===== config.mk =====
export PLATFORM = sky130hd
export DESIGN_NAME = tdm_slot_port
export DESIGN_NICKNAME = d
export VERILOG_FILES = /design/src/rtl/tdm_slot_pkg.sv /design/src/rtl/tdm_edge_sync.sv /design/src/rtl/tdm_frame_ctr.sv /design/src/rtl/tdm_rx_path.sv /design/src/rtl/tdm_tx_path.sv /design/src/rtl/tdm_slot_port.sv
export SDC_FILE = /design/constraint.sdc
export NUM_CORES = 1
export LEC_CHECK = 0
export ABC_AREA = 1
export BUFFER_PORTS_ARGS = -buffer_cell sky130_fd_sc_hd__buf_4
export CAP_MARGIN = 20
export CORE_MARGIN = 5
export CORE_UTILIZATION = 34
export CTS_CLUSTER_SIZE = 10
export DETAILED_ROUTE_END_ITERATION = 16
export HOLD_SLACK_MARGIN = 0.15
export PLACE_DENSITY_LB_ADDON = 0.25
export RECOVER_POWER = 50
export SKIP_CTS_REPAIR_TIMING = 1
export SYNTH_ARGS = -nofsm -noshare
export SYNTH_HDL_FRONTEND = slang
export SYNTH_HIERARCHICAL = 1
export SYNTH_SLANG_ARGS = --single-unit

===== constraint.sdc =====
create_clock -name clk -period 2.2 [get_ports clk]
set_input_delay 0 -clock clk [delete_from_list [all_inputs] [get_ports clk]]
set_output_delay 0 -clock clk [all_outputs]
set_load 0.02 [all_outputs]

===== src/rtl/tdm_slot_pkg.sv =====
package tdm_slot_pkg;

   // One oversampled view of the serial link per system clock
   typedef struct packed {
      logic rise;   // bit clock rose this cycle
      logic fall;   // bit clock fell this cycle
      logic fs;     // frame sync level as seen with this edge
      logic din;    // serial data level as seen with this edge
   } tdm_evt_t;

   function automatic bit is_pow2(input int v);
      return (v > 0) && ((v & (v - 1)) == 0);
   endfunction

endpackage


===== src/rtl/tdm_edge_sync.sv =====
module tdm_edge_sync
   import tdm_slot_pkg::*;
#(
   parameter int STAGES = 2
) (
   input  logic     clk,
   input  logic     rst_n,
   input  logic     bclk,
   input  logic     fsync,
   input  logic     sd_in,
   output tdm_evt_t evt
);

   localparam int LANES = 3;

   logic [STAGES-1:0][LANES-1:0] chain;
   logic                         bclk_d;
   logic [LANES-1:0]             synced;

   always_ff @(posedge clk or negedge rst_n) begin
      if (!rst_n) begin
         chain  <= '0;
         bclk_d <= 1'b0;
      end else begin
         chain[0] <= {bclk, fsync, sd_in};
         for (int s = 1; s < STAGES; s++) begin
            chain[s] <= chain[s-1];
         end
         bclk_d <= chain[STAGES-1][2];
      end
   end

   assign synced   = chain[STAGES-1];
   assign evt.rise = synced[2] & ~bclk_d;
   assign evt.fall = ~synced[2] & bclk_d;
   assign evt.fs   = synced[1];
   assign evt.din  = synced[0];

endmodule


===== src/rtl/tdm_frame_ctr.sv =====
module tdm_frame_ctr
   import tdm_slot_pkg::*;
#(
   parameter int SLOTS  = 8,
   parameter int SLOT_W = 32,
   localparam int FRAME_BITS = SLOTS * SLOT_W,
   localparam int POS_W      = $clog2(FRAME_BITS)
) (
   input  logic             clk,
   input  logic             rst_n,
   input  tdm_evt_t         evt,
   output logic             active,
   output logic [POS_W-1:0] pos,
   output logic             frame_start,
   output logic             take,
   output logic             frame_end,
   output logic             frame_err
);

   localparam logic [POS_W-1:0] LAST = POS_W'(FRAME_BITS - 1);

   always_ff @(posedge clk or negedge rst_n) begin
      if (!rst_n) begin
         active    <= 1'b0;
         pos       <= '0;
         frame_err <= 1'b0;
      end else if (evt.rise) begin
         if (evt.fs) begin
            // realign; early when a frame was running and not at its last bit
            active    <= 1'b1;
            pos       <= '0;
            frame_err <= active && (pos != LAST);
         end else if (active) begin
            if (pos == LAST) begin
               active <= 1'b0;
            end else begin
               pos <= pos + 1'b1;
            end
         end
      end
   end

   assign frame_start = evt.rise & evt.fs;
   assign take        = evt.rise & active;
   assign frame_end   = take & (pos == LAST);

endmodule


===== src/rtl/tdm_rx_path.sv =====
module tdm_rx_path #(
   parameter int SLOTS  = 8,
   parameter int SLOT_W = 32,
   localparam int FRAME_BITS = SLOTS * SLOT_W,
   localparam int POS_W      = $clog2(FRAME_BITS),
   localparam int BIT_W      = $clog2(SLOT_W)
) (
   input  logic                  clk,
   input  logic                  rst_n,
   input  logic                  take,
   input  logic                  frame_start,
   input  logic                  din,
   input  logic [POS_W-1:0]      pos,
   input  logic [SLOTS-1:0]      rx_mask,
   output logic [FRAME_BITS-1:0] rx_frame
);

   localparam int SLOT_IW = POS_W - BIT_W;

   logic [SLOTS-1:0]    mask_lat;
   logic [SLOT_W-2:0]   shreg;
   logic [SLOT_W-1:0]   word_now;
   logic [SLOT_IW-1:0]  slot_idx;
   logic                slot_last;

   assign slot_idx  = pos[POS_W-1:BIT_W];
   assign slot_last = (pos[BIT_W-1:0] == BIT_W'(SLOT_W - 1));
   assign word_now  = {shreg, din};

   always_ff @(posedge clk or negedge rst_n) begin
      if (!rst_n) begin
         mask_lat <= '0;
         shreg    <= '0;
      end else begin
         if (frame_start) mask_lat <= rx_mask;
         if (take)        shreg    <= word_now[SLOT_W-2:0];
      end
   end

   for (genvar i = 0; i < SLOTS; i++) begin : g_slot
      logic [SLOT_W-1:0] word_q;
      always_ff @(posedge clk or negedge rst_n) begin
         if (!rst_n) begin
            word_q <= '0;
         end else if (take && slot_last && (slot_idx == SLOT_IW'(i)) && mask_lat[i]) begin
            word_q <= word_now;
         end
      end
      assign rx_frame[i*SLOT_W +: SLOT_W] = word_q;
   end

endmodule


===== src/rtl/tdm_tx_path.sv =====
module tdm_tx_path #(
   parameter int SLOTS  = 8,
   parameter int SLOT_W = 32,
   localparam int FRAME_BITS = SLOTS * SLOT_W,
   localparam int POS_W      = $clog2(FRAME_BITS),
   localparam int BIT_W      = $clog2(SLOT_W)
) (
   input  logic                  clk,
   input  logic                  rst_n,
   input  logic                  frame_start,
   input  logic                  fall,
   input  logic                  active,
   input  logic [POS_W-1:0]      pos,
   input  logic [FRAME_BITS-1:0] tx_frame,
   input  logic [SLOTS-1:0]      tx_mask,
   output logic                  sd_out,
   output logic                  sd_oe
);

   localparam int SLOT_IW = POS_W - BIT_W;

   logic [FRAME_BITS-1:0] tx_lat;
   logic [SLOTS-1:0]      mask_lat;
   logic [SLOT_IW-1:0]    slot_idx;
   logic [POS_W-1:0]      bit_sel;

   assign slot_idx = pos[POS_W-1:BIT_W];
   // MSB first: bit b of a slot maps to word bit SLOT_W-1-b
   assign bit_sel  = {slot_idx, ~pos[BIT_W-1:0]};

   always_ff @(posedge clk or negedge rst_n) begin
      if (!rst_n) begin
         tx_lat   <= '0;
         mask_lat <= '0;
         sd_out   <= 1'b0;
         sd_oe    <= 1'b0;
      end else begin
         if (frame_start) begin
            tx_lat   <= tx_frame;
            mask_lat <= tx_mask;
         end
         if (fall) begin
            if (active && mask_lat[slot_idx]) begin
               sd_oe  <= 1'b1;
               sd_out <= tx_lat[bit_sel];
            end else begin
               sd_oe  <= 1'b0;
               sd_out <= 1'b0;
            end
         end
      end
   end

endmodule


===== src/rtl/tdm_slot_port.sv =====
module tdm_slot_port
   import tdm_slot_pkg::*;
#(
   parameter int SLOTS       = 8,
   parameter int SLOT_W      = 32,
   parameter int SYNC_STAGES = 2,
   localparam int FRAME_BITS = SLOTS * SLOT_W,
   localparam int POS_W      = $clog2(FRAME_BITS)
) (
   input  logic                  clk,
   input  logic                  rst_n,
   input  logic                  bclk,
   input  logic                  fsync,
   input  logic                  sd_in,
   input  logic [FRAME_BITS-1:0] tx_frame,
   input  logic [SLOTS-1:0]      tx_mask,
   input  logic [SLOTS-1:0]      rx_mask,
   output logic                  sd_out,
   output logic                  sd_oe,
   output logic [FRAME_BITS-1:0] rx_frame,
   output logic                  frame_done,
   output logic                  frame_err
);

   if (!is_pow2(SLOTS) || SLOTS < 2) begin : g_bad_slots
      $error("SLOTS must be a power of two of at least 2");
   end
   if (!is_pow2(SLOT_W) || SLOT_W < 2) begin : g_bad_width
      $error("SLOT_W must be a power of two of at least 2");
   end
   if (SYNC_STAGES < 2) begin : g_bad_sync
      $error("SYNC_STAGES must be at least 2");
   end

   tdm_evt_t         evt;
   logic             active_q;
   logic [POS_W-1:0] pos_q;
   logic             frame_start_w;
   logic             take_w;
   logic             frame_end_w;

   tdm_edge_sync #(.STAGES(SYNC_STAGES)) sync_i (
      .clk   (clk),
      .rst_n (rst_n),
      .bclk  (bclk),
      .fsync (fsync),
      .sd_in (sd_in),
      .evt   (evt)
   );

   tdm_frame_ctr #(.SLOTS(SLOTS), .SLOT_W(SLOT_W)) ctr_i (
      .clk         (clk),
      .rst_n       (rst_n),
      .evt         (evt),
      .active      (active_q),
      .pos         (pos_q),
      .frame_start (frame_start_w),
      .take        (take_w),
      .frame_end   (frame_end_w),
      .frame_err   (frame_err)
   );

   tdm_rx_path #(.SLOTS(SLOTS), .SLOT_W(SLOT_W)) rx_i (
      .clk         (clk),
      .rst_n       (rst_n),
      .take        (take_w),
      .frame_start (frame_start_w),
      .din         (evt.din),
      .pos         (pos_q),
      .rx_mask     (rx_mask),
      .rx_frame    (rx_frame)
   );

   tdm_tx_path #(.SLOTS(SLOTS), .SLOT_W(SLOT_W)) tx_i (
      .clk         (clk),
      .rst_n       (rst_n),
      .frame_start (frame_start_w),
      .fall        (evt.fall),
      .active      (active_q),
      .pos         (pos_q),
      .tx_frame    (tx_frame),
      .tx_mask     (tx_mask),
      .sd_out      (sd_out),
      .sd_oe       (sd_oe)
   );

   always_ff @(posedge clk or negedge rst_n) begin
      if (!rst_n) frame_done <= 1'b0;
      else        frame_done <= frame_end_w;
   end

endmodule


==> impl_metrics.csv <==
group,metric,value,unit
sta,timing.final.crit_share,91.5,%
floorplan,fp.dieArea,0.0804,mm²
clock_tree,clock_sinks,579,
synth,synth_area,0.0254,mm²
floorplan,core,0.0743,mm²
route,dr.pass1.iters,5,
global_route,grt_pass1_wl,133000,µm
route,drt-total-wl,93000,µm
synth,synth-xor-area-share,0,%
synth,synth_area_per_cell,9.71,µm²
synth,syn-num-nets,2897,
finish,fin_util,48.2,%
critical_path,worstSetupStartpoint,"ctr_i/pos[0]$_DFFE_PN0P_",
power_and_ir_drop,max-vdd-ir-drop,524,µV
route,antenna_left,0,
floorplan,initial_core_util,34.2,%
route,vias_per_cell,5.12,
critical_path,cp_max_fo,52,
synth,synth_top_family_by_area,"simple AND/OR/NAND/NOR gates",
critical_path,reg2reg_from,"ctr_i/pos[0]$_DFFE_PN0P_",
min_path,min-delay-start,"tx_frame[233]",
sta,fmax,497,MHz
synth,yosys_warnings,6,
clock_tree,clk_pin_slew,0.05,ns
global_route,antenna_found_initial,9,
sta,rsz0062_at_grt,"no",
synth,synth_mux_area_share,11.2,%
placed_design,numPortBuffers,536,
synth,syn-instance-count,2619,
placed_design,gp_congestion,0.789,
sta,tightest_slew,1.98,ns
synth,synth_simple_gate_area_share,24.4,%
run_status,outcome,"complete, but fails checks",
critical_path,cp.required,2.74,ns
run,max-cap-violations,1,
synth,ys_seq_elements,579,
run_status,violations,"max-capacitance violations, max-slew violations",
placed_design,place_area,0.0308,mm²
global_route,grt_max_degree,93,
synth,ys_types,27,
finish,fin_nets,3686,
sta,finalSetupViolations,0,
route,drt-initial-drc-count,1929,
finish,synthToLayoutAreaGrowth,41.0,%
clock_tree,clk_latency,0.64,ns
critical_path,critPathArrivalTime,2.56,ns
floorplan,die_h,283,µm
sta,fin_worst_skew,0.0409,ns
critical_path,cp-end-kind,"flop",
global_route,track_usage,21.1,%
synth,synth_compound_gate_area_share,2.08,%
power_and_ir_drop,powerDensity,847,mW/mm²
route,vias,22600,
sta,whs,0.146,ns
sta,fin_crit,2.01,ns
clock_tree,tritoncts,"yes",
synth,seq_area_frac_synth,57.0,%
global_route,grt_pass1_vias,21300,
floorplan,die_w,283,µm
sta,hold_viol,0,
critical_path,critical_path_class,"flop to flop",
power_and_ir_drop,power.leakage,17.3,nW
power_and_ir_drop,power,30.4,mW
global_route,overflow,0,
route,wire_per_inst,21.1,µm
clock_tree,cts_max_level,3,
sta,setup_tns,0,ns
finish,final_area,0.0358,mm²
synth,synthAdderAreaFrac,0.0492,%
sta,slew_violations,5,
clock_tree,cts_made_buffers,71,
floorplan,rows,100,
route,drcViolationCount,0,
sta,slew_headroom,-32.1,%
placed_design,hpwlAfterDp,60200,µm
clock_tree,cts_root_buf,"clkbuf_16",
critical_path,worstSetupStartpointType,"flop",
floorplan,design.portCount,537,
clock_tree,clock_path_buffers,3,
min_path,hold_class,"input pin to flop",
finish,drive_above_1_share,25.0,%
registers in the layout, indices dropped and copies added (netlist names), 3 cells and up:
signal,count
tx_i/tx_lat,256
ctr_i/pos,8
rx_i/shreg,31
tx_i/mask_lat,8
sync_i/chain,3
rx_i/g_slot.word_q,256
sync_i/synced,3
rx_i/mask_lat,8
placed cells by master (no fill, tap or decap), types with 2 or more instances in the layout:
| cell type | netlist | layout |
|---|---|---|
| nand2_1 | 849 | 848 |
| dfrtp_1 | 579 | 576 |
| buf_4 | 30 | 437 |
| dlygate4sd3_1 | 0 | 338 |
| nand4_1 | 256 | 256 |
| mux2_2 | 253 | 253 |
| nand3_1 | 236 | 235 |
| clkbuf_1 | 121 | 137 |
| clkbuf_16 | 0 | 71 |
| o21ai_0 | 63 | 63 |
| inv_1 | 56 | 53 |
| buf_12 | 0 | 44 |
| a21oi_1 | 35 | 35 |
| nor2_1 | 33 | 28 |
| nor2_4 | 2 | 11 |
| diode_2 | 0 | 9 |
| clkinv_16 | 0 | 6 |
| clkinv_2 | 0 | 5 |
| clkbuf_8 | 1 | 4 |
| inv_2 | 4 | 4 |
| nand3_2 | 3 | 4 |
| nand2_2 | 2 | 3 |
| clkbuf_4 | 0 | 3 |
| nor3_1 | 2 | 2 |
| o21ai_2 | 2 | 2 |
| dfrtp_4 | 0 | 2 |
| buf_6 | 4 | 2 |
path summary, 6_finish.rpt:
kind / to / depth (start not counted) / slack, ns
worst max register to register: rx_i/g_slot[3].word_q[25]$_DFFE_PN0P_ / 7 / 0.19
worst min register to register: sync_i/synced[2]$_DFF_PN0_ / 0 / 0.34
worst max-delay path: rx_i/g_slot[3].word_q[25]$_DFFE_PN0P_ / 7 / 0.19
min in group asynchronous: tx_i/tx_lat[11]$_DFFE_PN0P_ / 3 / 1.27
worst min-delay path: tx_i/tx_lat[233]$_DFFE_PN0P_ / 3 / 0.15
max in group asynchronous: rx_i/g_slot[5].word_q[25]$_DFFE_PN0P_ / 3 / 0.24
per-layer routing:
layer  global-route usage, %  vias to the layer above  share of wire [%]
met2                    34.8                      804                 49
met5                       0                        -              0.041
met4                    6.89                        6                3.6
met1                    27.5                    11200                 41
met3                    5.12                      186                6.2
li1                        -                    10400                  -
synthesized netlist by cell type:
master	number	area share, %
o21ai_0	63	1.2
nand2_2	2	0.049
nor2_1	33	0.49
nand3_2	3	0.12
inv_1	56	0.83
buf_4	30	0.89
inv_2	4	0.059
o211ai_1	1	0.030
nand2_1	849	13
nor2_2	4	0.098
o22ai_1	1	0.025
nand3b_1	1	0.030
o21ai_2	2	0.069
nor2_4	2	0.089
nand3_1	236	4.6
nand4_1	256	6.3
buf_2	72	1.4
clkbuf_8	1	0.054
o21bai_1	1	0.030
clkbuf_1	121	1.8
nor3_1	2	0.039
ha_1	1	0.049
buf_1	7	0.10
buf_6	4	0.18
a21oi_1	35	0.69
mux2_2	253	11
dfrtp_1	579	57
critical path, cell delays in order (launching register included):
cell and delay [ns]:
dfrtp_4 0.43, buf_12 0.19, buf_12 0.20, nand2_1 0.13, clkinv_4 0.17, buf_4 0.47
nand4_1 0.17, nand2_1 0.10
per-stage QoR:
step	setup WS, ns	cells
2_1_floorplan	0.251	2619
3_3_place_gp	0.213	3965
3_5_place_dp	0.204	3965
4_1_cts	0.167	4066
5_1_grt	0.00272	4411
6_report	0.187	4414
cells by family (layout without fill, tap and decap cells):
| kind of cell | Yosys count | after routing |
|---|---|---|
| other | 0 | 9 |
| muxes | 253 | 253 |
| AOI/OAI and AO/OA | 103 | 103 |
| and+or+nand+nor | 1388 | 1388 |
| buffers and inverters | 295 | 1112 |
| DFF | 579 | 579 |
| adders and majority gates | 1 | 1 |
power breakdown:
part,total [mW],switching (mW),internal [mW]
sequential,13.5,1.60,11.9
combinational,5.98,3.30,2.69
clock,10.9,4.71,6.20
cell type report:
cell class              count  area, µm²
repair buffers            951       8090
clock buffers              88       1880
inverters                  60        239
well taps                 969       1210
multi-input cells        1745       9660
flip-flops and latches    579      14500
fillers                  6962      38500
diodes                      9       22.5
clock inverters            13        246
Note: power is estimated with default switching activity, not from simulation.
